File: src/rtl/mdm_pkg.sv
package mdm_pkg;
    localparam int NLINES = 4;
    // Index of each line inside the 4-bit level and flag vectors
    localparam int L_CTS = 0;
    localparam int L_DSR = 1;
    localparam int L_RI  = 2;
    localparam int L_CD  = 3;
    // Lines whose flag only fires on a 1 -> 0 level transition
    localparam logic [NLINES-1:0] FALL_ONLY = NLINES'(1) << L_RI;

    typedef struct packed {
        logic [NLINES-1:0] level;
        logic [NLINES-1:0] delta;
    } mdm_state_t;
endpackage

File: src/rtl/mdm_sync.sv
module mdm_sync #(
    parameter int          W       = 4,
    parameter int          STAGES  = 2,
    parameter logic [W-1:0] RST_VAL = '1
) (
    input  logic         clk,
    input  logic         rst_n,
    input  logic [W-1:0] din,
    output logic [W-1:0] dout
);
    logic [W-1:0] stg_d [STAGES];
    logic [W-1:0] stg_q [STAGES];

    always_comb begin
        stg_d[0] = din;
        for (int i = 1; i < STAGES; i++) stg_d[i] = stg_q[i-1];
    end

    for (genvar g = 0; g < STAGES; g++) begin : g_stage
        always_ff @(posedge clk or negedge rst_n) begin
            if (!rst_n) stg_q[g] <= RST_VAL;
            else        stg_q[g] <= stg_d[g];
        end
    end

    assign dout = stg_q[STAGES-1];
endmodule

File: src/rtl/mdm_delta.sv
module mdm_delta #(
    parameter int           W         = 4,
    parameter logic [W-1:0] FALL_MASK = '0
) (
    input  logic [W-1:0] level_d,
    input  logic [W-1:0] level_q,
    output logic [W-1:0] set_vec
);
    for (genvar g = 0; g < W; g++) begin : g_bit
        if (FALL_MASK[g]) begin : g_fall
            assign set_vec[g] = level_q[g] & ~level_d[g];
        end else begin : g_any
            assign set_vec[g] = level_q[g] ^ level_d[g];
        end
    end
endmodule

File: src/rtl/mdm_flow.sv
module mdm_flow (
    input  logic clk,
    input  logic rst_n,
    input  logic flow_en,
    input  logic tx_busy,
    input  logic cts_level,
    output logic tx_hold
);
    logic hold_d, hold_q;

    always_comb begin
        hold_d = hold_q;
        if (!flow_en)      hold_d = 1'b0;
        else if (!tx_busy) hold_d = ~cts_level;
    end

    always_ff @(posedge clk or negedge rst_n) begin
        if (!rst_n) hold_q <= 1'b0;
        else        hold_q <= hold_d;
    end

    assign tx_hold = hold_q;

    AST_HOLD_OFF: assert property (@(posedge clk) disable iff (!rst_n)
        !flow_en |=> !tx_hold);
    AST_HOLD_BUSY_STABLE: assert property (@(posedge clk) disable iff (!rst_n)
        (flow_en && tx_busy) |=> $stable(tx_hold));
endmodule

File: src/rtl/mdm_status.sv
module mdm_status #(
    parameter int SYNC_STAGES = 2
) (
    input  logic       clk,
    input  logic       rst_n,
    input  logic       pin_cd_n,
    input  logic       pin_ri_n,
    input  logic       pin_dsr_n,
    input  logic       pin_cts_n,
    input  logic       loopback,
    input  logic       mc_dtr,
    input  logic       mc_rts,
    input  logic       mc_op1,
    input  logic       mc_op2,
    input  logic       flow_en,
    input  logic       tx_busy,
    input  logic       irq_en,
    input  logic       rd_stb,
    output logic [7:0] rd_data,
    output logic       irq,
    output logic       tx_hold
);
    import mdm_pkg::*;

    logic [NLINES-1:0] pin_raw, pin_sync, level_sel, set_vec;
    mdm_state_t st_d, st_q;

    assign pin_raw = {pin_cd_n, pin_ri_n, pin_dsr_n, pin_cts_n};

    mdm_sync #(.W(NLINES), .STAGES(SYNC_STAGES), .RST_VAL('1)) u_sync (
        .clk(clk), .rst_n(rst_n), .din(pin_raw), .dout(pin_sync)
    );

    assign level_sel = loopback ? {mc_op2, mc_op1, mc_dtr, mc_rts} : ~pin_sync;

    mdm_delta #(.W(NLINES), .FALL_MASK(FALL_ONLY)) u_delta (
        .level_d(level_sel), .level_q(st_q.level), .set_vec(set_vec)
    );

    always_comb begin
        st_d       = st_q;
        st_d.level = level_sel;
        st_d.delta = (rd_stb ? '0 : st_q.delta) | set_vec;
    end

    always_ff @(posedge clk or negedge rst_n) begin
        if (!rst_n) st_q <= '0;
        else        st_q <= st_d;
    end

    assign rd_data = {st_q.level, st_q.delta};
    assign irq     = irq_en & (|st_q.delta);

    mdm_flow u_flow (
        .clk(clk), .rst_n(rst_n), .flow_en(flow_en), .tx_busy(tx_busy),
        .cts_level(st_q.level[L_CTS]), .tx_hold(tx_hold)
    );

    AST_CD_EITHER_EDGE: assert property (@(posedge clk) disable iff (!rst_n)
        (rd_data[7] != $past(rd_data[7])) |-> rd_data[3]);
    AST_RI_FALL_ONLY: assert property (@(posedge clk) disable iff (!rst_n)
        $rose(rd_data[2]) |-> ($past(rd_data[6]) && !rd_data[6]));
    AST_DSR_CTS_EDGE: assert property (@(posedge clk) disable iff (!rst_n)
        (rd_data[5:4] != $past(rd_data[5:4])) |->
        ((rd_data[5] == $past(rd_data[5]) || rd_data[1]) &&
         (rd_data[4] == $past(rd_data[4]) || rd_data[0])));
    AST_READ_CLEARS: assert property (@(posedge clk) disable iff (!rst_n)
        (rd_stb && set_vec == '0) |=> rd_data[3:0] == '0);
    AST_SET_BEATS_READ: assert property (@(posedge clk) disable iff (!rst_n)
        (rd_stb && set_vec != '0) |=> rd_data[3:0] != '0);
    AST_IRQ_ON_CHANGE: assert property (@(posedge clk) disable iff (!rst_n)
        (set_vec != '0 && irq_en) |=> (irq || !irq_en));
    AST_LOOP_LEVELS: assert property (@(posedge clk) disable iff (!rst_n)
        loopback |=> rd_data[7:4] == $past({mc_op2, mc_op1, mc_dtr, mc_rts}));
endmodule

File: config.mk
export PLATFORM = sky130hd
export DESIGN_NAME = mdm_status
export DESIGN_NICKNAME = d
export VERILOG_FILES = /design/src/rtl/mdm_pkg.sv /design/src/rtl/mdm_sync.sv /design/src/rtl/mdm_delta.sv /design/src/rtl/mdm_flow.sv /design/src/rtl/mdm_status.sv
export SDC_FILE = /design/constraint.sdc
export NUM_CORES = 1
export LEC_CHECK = 0
export CORE_MARGIN = 5
export CORE_UTILIZATION = 25
export CTS_CLUSTER_DIAMETER = 60
export DETAILED_ROUTE_END_ITERATION = 10
export PLACE_DENSITY = 0.52
export SETUP_SLACK_MARGIN = 0.5
export SLEW_MARGIN = 10
export SYNTH_ARGS = -nofsm -noshare
export SYNTH_HDL_FRONTEND = slang
export SYNTH_SLANG_ARGS = --single-unit
File: constraint.sdc
create_clock -name clk -period 1.44 [get_ports clk]
set_clock_uncertainty 0.2 [all_clocks]
set_input_delay 0.288 -clock clk [delete_from_list [all_inputs] [get_ports clk]]
set_output_delay 0.288 -clock clk [all_outputs]
set_load 0.03 [all_outputs]
==> results of run 1 <==
==> how the worst max path moves through the flow <==
stage / startpoint / end / slack (ns) / depth (start not counted)
floorplan: rd_data[2]$_DFF_PN0_ / irq / -0.08 / 1
global placement: loopback / rd_data[1]$_DFF_PN0_ / -0.10 / 5
detailed placement: loopback / rd_data[1]$_DFF_PN0_ / -0.10 / 5
CTS: rd_data[1]$_DFF_PN0_ / irq / -0.34 / 2
global route: rd_data[1]$_DFF_PN0_ / irq / -0.38 / 2
finish: rd_data[1]$_DFF_PN0_ / irq / -0.32 / 2
==> power groups by stage <==
stage	Clock [mW]	Combinational, mW	Sequential (mW)
final	0.253	0.329	0.549
after global routing	0.298	0.350	0.552
after CTS	0.274	0.303	0.549
after detailed placement	0	0.240	0.558
after global placement	0	0.239	0.557
after floorplan	0	0.0687	0.604
==> layout by cell type, fill, tap and decap left out, drive strengths merged <==
| cell type | n |
|---|---|
| dfstp | 8 |
| mux2i | 3 |
| nand2 | 5 |
| dfrtp | 9 |
| nor2 | 3 |
| clkdlybuf4s50 | 12 |
| inv | 2 |
| clkinvlp | 1 |
| o22ai | 1 |
| and2 | 1 |
| nor2b | 6 |
| clkbuf | 3 |
| dlygate4sd2 | 2 |
| o41a | 1 |
| buf | 25 |
| o21ai | 5 |
==> per-stage QoR <==
step / setup slack, ns / total power, mW / cell area [um^2] / std cells
detailed placement: -0.1000 / 0.7977 / 937.1 / 101
floorplan: -0.07685 / 0.6726 / 648.1 / 45
CTS: -0.3432 / 1.126 / 1074 / 112
global route: -0.3787 / 1.201 / 1125 / 115
global placement: -0.1035 / 0.7959 / 937.1 / 101
finish: -0.3186 / 1.131 / 1125 / 115
==> per-layer routing <==
metal	GRT usage [%]	up-vias	routed length, um
met2	10.45	16	641
met4	3.883	0	0
li1	-	232	-
met5	0	-	0
met3	3.268	0	109
met1	9.128	220	495
==> cell families after synthesis <==
kind of cell / Yosys count
DFF: 17
muxes: 3
and+or+nand+nor: 15
buffers and inverters: 3
AOI/OAI and AO/OA: 7
==> flip-flops by register name, indices dropped and copies added (netlist names) <==
signal / flops
u_flow.tx_hold: 1
u_sync.dout: 4
u_sync.stg_d: 4
rd_data: 8
==> final cells by class <==
class,count,area [um^2]
Clock buffer,3,22.52
Clock inverter,1,7.507
Fill cell,217,1151
Inverter,2,7.507
Multi-Input combinational cell,25,197.7
Sequential cell,17,445.4
Tap cell,28,35.03
Timing Repair Buffer,39,409.1
==> timing repair <==
item / CTS / global route
pin swaps: 4 / 2
resized for setup: 18 / 7
hold buffers: 0 / 0
endpoints found under the setup margin: 19 / 16
setup buffers: 7 / 3
endpoints found under the hold margin: 0 / 0
==> impl_metrics.tcl, run 1 <==
set metrics [dict create \
    setup.worst_path.class "reg2out" \
    synthArstFlopShare_pct 100.0 \
    final.setup.worst_slack_ns -0.3186 \
    port_buffers 24 \
    tritoncts_buffers 3 \
    final.period_utilization_pct 122.1 \
    post-route-min-period_ns 1.759 \
    fmaxAchievable_mhz 568.6 \
    report.final.setup_viol 5 \
    synth-edff-count 0 \
    cts-htree-levels 1 \
    cellPowerDensity_mw_per_mm2 1006 \
    synth_top_area_share_pct 37.04 \
    n_antenna_cell 0 \
    gp_congestion 0.6526 \
    postSynthCellCount 45 \
    grt_overall_usage_pct 7.307 \
    wire_length_of_the_first_global_routing_pass_mm 1.842 \
    synth.top_cells.by_count "sky130_fd_sc_hd__dfrtp_1, sky130_fd_sc_hd__dfstp_2, sky130_fd_sc_hd__nor2b_1, sky130_fd_sc_hd__nand2_1" \
    viasPerCell 4.070 \
    r2r_start "rd_data[0]$_DFF_PN0_" \
    clock_input_transition_at_the_sequential_cells_of_the_worst_setup_and_hold_paths_ns 0.10 \
    rr_endpoint "rd_data[0]$_DFF_PN0_" \
    grt_antenna_before_repair 0 \
    ys.flop_type "sky130_fd_sc_hd__dfrtp_1" \
    synth_compound_area_share_pct 8.848 \
    tritoncts "yes" \
    start_util_pct 26.72 \
    critPathSlowestCell "sky130_fd_sc_hd__o41a_1" \
    ys_warns 0 \
    switching_power_uw 307.7 \
    number_of_iterations_in_the_first_detailed_routing_pass 2 \
    timing.reg2reg.setup_slack_ns 0.13 \
    final_antenna_net_count 0 \
    power_frac_seq_pct 48.5 \
    insertion_delay_ns 0.28 \
    numClockSinks 17 \
    synth.top_cells.by_area "sky130_fd_sc_hd__dfrtp_1, sky130_fd_sc_hd__dfstp_2, sky130_fd_sc_hd__nor2b_1" \
    power.share.combinational_pct 29.1 \
    worstMarginPinSlew_ns 0.2140 \
    ff2ff_path_depth 5 \
    clockRootBuffer "sky130_fd_sc_hd__clkbuf_4" \
    run_status "complete, but fails checks" \
    hold_ws_ns 0.1093 \
    slew_violations 0 \
    synthMostInstantiatedCell "sky130_fd_sc_hd__dfrtp_1" \
    timing.critical_path.max_delay_family "compound AO/OA/AOI/OAI gates" \
    ios 25 \
    drt_first_iter_violations 4 \
    hold_viol_final 0 \
    die_area_mm2 0.003519 \
    crit_fanout 2 \
    fin_util_pct 49.42 \
    fin_nets 103 \
    power_report.internal_total_uw 823.3 \
    startpoint_type "flop" \
    synth.largest_area_cell "sky130_fd_sc_hd__dfrtp_1" \
    maximum_clock_path_buffer_count 2 \
    fp-row-count 17 \
    ys_types 13 \
    syn2layout_area_growth_pct 84.98 \
    largest_net_degree_at_the_start_of_global_routing 18 \
    static-leakage-power_nw 0.4956 \
    ir_drop_uv 616.3 \
    synth_fp_nets 60 \
    slew_headroom_pct 85.73 \
    yosys.area_share.simple_pct 12.14 \
    die_w_um 59.32 \
    fraction_of_final_layout_cells_sized_beyond_drive_strength_1_pct 63.22 \
    p_sw_share_pct 27.21 \
    synth.yosys.seq_area_share_pct 71.60 \
    drt-wirelength-per-cell_um 10.83 \
    worst-endpoint-arrival_ns 1.27 \
    synthAdderAreaFrac_pct 0 \
    routed_wl_mm 1.246 \
    setup_repair_after_global_routing_missed_its_margin "true" \
    die_height_um 59.32 \
    critical_path_required_ns 0.95 \
    finalSetupTns_ns -0.4376 \
    netlist_area_um2 608.1 \
    syn-mean-instance-area_um2 13.51 \
    synth_top_family_by_area "simple AND/OR/NAND/NOR gates" \
    failed_checks "negative setup slack" \
    num_vias 468 \
    drc 0 \
    yosys-mux-area-fraction_pct 4.938 \
    grt-ovfl-total 0 \
    critical_path.cell_chain "o41a_1 > buf_6" \
    clkPwrFrac_pct 22.3 \
    worst_hold_path_class "in2async" \
    first_global_vias 432 \
    synth_seq_cells 17 \
    crit_path_end_kind "primary output" \
    delay_of_the_slowest_critical_path_stage_ns 0.43 \
    cap_viol_max_count 0 \
    core_area_mm2 0.002276 \
    critical_path_buf_inv_count 1 \
    synth-xor-area-share_pct 0 \
]
Power figures use the tool's default switching activity.
==> inputs of run 2 (changes only) <==
- GPL_TIMING_DRIVEN: unset -> 0
==> run 2 against run 1 <==
Compared with the run above:
- the flow finishes with violations (negative hold slack, negative setup slack)
- sequential share of layout area is 3.0 points higher
- count of clock-buffer cells in the layout is the same
- non-clock buffer count decreased by 5
- flip-flop and latch count is the same
- total power fell by 3.7%
- combinational power down 12%
- first-iteration DRC count increased to 2.5 times the previous value
- clock power about the same
- sequential power barely moved
- core utilization down 3.5 points
- critical endpoint unchanged
- highest routed layer is now met4
==> impl_metrics.tcl, run 2 (synthesis results as in run 1) <==
set metrics [dict create \
    run_status "complete, but fails checks" \
    failed_checks "negative hold slack, negative setup slack" \
    multi_input_comb_area_um2 187.7 \
    viasPerCell 4.109 \
    report.final.setup_viol 5 \
    syn2layout_area_growth_pct 72.02 \
    most-common-layout-cells "sky130_fd_sc_hd__buf_6, sky130_fd_sc_hd__clkdlybuf4s50_1, sky130_fd_sc_hd__dfrtp_2, sky130_fd_sc_hd__dfstp_2" \
    final_antenna_net_count 0 \
    numClockSinks 17 \
    critical_path.cell_chain "o41a_1 > buf_6" \
    total_of_fill_cells_in_the_finished_design 218 \
    die_area_mm2 0.003519 \
    crit_fanout 2 \
    hold_viol_final 9 \
    post-route-min-period_ns 1.767 \
    clock_input_transition_at_the_sequential_cells_of_the_worst_setup_and_hold_paths_ns 0.10 \
    critical_path_buf_inv_count 1 \
    grt_overall_usage_pct 7.484 \
    final.period_utilization_pct 122.7 \
    number_of_iterations_in_the_first_detailed_routing_pass 2 \
    routed_wl_mm 1.163 \
    core_area_mm2 0.002276 \
    gp_congestion 0.6344 \
    fin_util_pct 45.96 \
    n_antenna_cell 0 \
    maximum_clock_path_buffer_count 2 \
    slew_violations 0 \
    drc 0 \
    cts-htree-levels 1 \
    clockRootBuffer "sky130_fd_sc_hd__clkbuf_4" \
    critPathSlowestCell "sky130_fd_sc_hd__o41a_1" \
    grt-ovfl-total 0 \
    crit_path_end_kind "primary output" \
    die_height_um 59.32 \
    insertion_delay_ns 0.29 \
    critical_path_required_ns 0.95 \
    setup.worst_path.class "reg2out" \
    start_util_pct 26.72 \
    hold_ws_ns -0.2873 \
    drt-wirelength-per-cell_um 10.57 \
    cap_viol_max_count 0 \
    wire_length_of_the_first_global_routing_pass_mm 1.911 \
    startpoint_type "flop" \
    largest_reg_flops 8 \
    final.setup.worst_slack_ns -0.3269 \
    cellPowerDensity_mw_per_mm2 1041 \
    delay_of_the_slowest_critical_path_stage_ns 0.43 \
    ir_drop_uv 653.9 \
    static-leakage-power_nw 0.4680 \
    ios 25 \
    sequential_cell_area_um2 445.4 \
    largest_net_degree_at_the_start_of_global_routing 18 \
    port_buffers 24 \
    placement.cell_area_um2 923.4 \
    slew_headroom_pct 72.04 \
    first_global_vias 439 \
    worst_hold_path_class "in2async" \
    fmaxAchievable_mhz 566.0 \
    tritoncts "yes" \
    die_w_um 59.32 \
    fraction_of_final_layout_cells_sized_beyond_drive_strength_1_pct 60.98 \
    worst-endpoint-arrival_ns 1.28 \
    drt_first_iter_violations 10 \
    fin_nets 98 \
    setup_repair_after_global_routing_missed_its_margin "true" \
    worstMarginPinSlew_ns 0.4194 \
    fp-row-count 17 \
    tritoncts_buffers 3 \
    num_vias 452 \
    hpwl_um 840.4 \
    timing.critical_path.max_delay_family "compound AO/OA/AOI/OAI gates" \
    mostFrequentLayoutCell "sky130_fd_sc_hd__buf_6" \
    final_area_mm2 0.001046 \
    grt_antenna_before_repair 0 \
]
==> run 2: final timing paths <==
check / from / to / slack (ns) / depth (start not counted)
max in group asynchronous: rst_n / u_sync.dout[0]$_DFF_PN1_ / 1.00 / 1
worst min register to register: u_sync.stg_d[3]$_DFF_PN1_ / u_sync.dout[3]$_DFF_PN1_ / 0.16 / 0
worst max register to register: rd_data[1]$_DFF_PN0_ / rd_data[1]$_DFF_PN0_ / 0.17 / 5
worst max-delay path: rd_data[1]$_DFF_PN0_ / irq / -0.33 / 2
min in group clk: mc_op1 / rd_data[6]$_DFF_PN0_ / 0.15 / 3
worst min-delay path: rst_n / rd_data[6]$_DFF_PN0_ / -0.29 / 1
==> run 2: stage by stage <==
step | setup WS, ns | hold WS (ns) | cells | setup TNS [ns] | power (mW)
after global routing | -0.3784 | -0.2688 | 110 | -0.7213 | 1.153
final | -0.3269 | -0.2873 | 110 | -0.4764 | 1.089
after global placement | -0.5888 | 0.1458 | 97 | -3.227 | 0.7887
after detailed placement | -0.5807 | 0.1470 | 97 | -3.301 | 0.7912
after CTS | -0.3378 | -0.02451 | 107 | -0.5387 | 1.095
after floorplan | -0.07685 | -0.2076 | 45 | -0.07685 | 0.6726
==> run 2: worst reg2reg max path, delay by kind of cell (launching register included) <==
kind	cells	cell delay (ns)
multiplexers	1	0.08
buffers and inverters	2	0.24
AND/OR/NAND/NOR	2	0.23
flip-flops	1	0.41
==> run 2: layout make-up <==
type                            instances  area share (%)
Buffer                                  1           1.077
Clock buffer                            3           2.153
Clock inverter                          1          0.4785
Inverter                                2          0.7177
Multi-Input combinational cell         25           17.94
Sequential cell                        17           42.58
Tap cell                               28           3.349
Timing Repair Buffer                   33           31.70
==> run 2: report_power, final <==
part | switching (mW) | internal (mW) | leakage [nW]
clock | 0.148 | 0.103 | 0.0177
sequential | 0.0218 | 0.527 | 0.182
combinational | 0.127 | 0.162 | 0.269
==> run 2: what timing repair did <==
item	in CTS	in global routing
cloned	0	0
setup buffers	6	3
endpoints found under the setup margin	36	24
hold endpoints to repair	9	9
resized for setup	79	6
pin swaps	2	3
==> run 2: routing by layer <==
layer	global-route usage [%]	vias to the layer above	routed length (um)
met4	6.796	0	47
met1	8.981	205	508
li1	-	223	-
met3	2.397	5	96
met2	10.45	19	510
met5	0	-	0
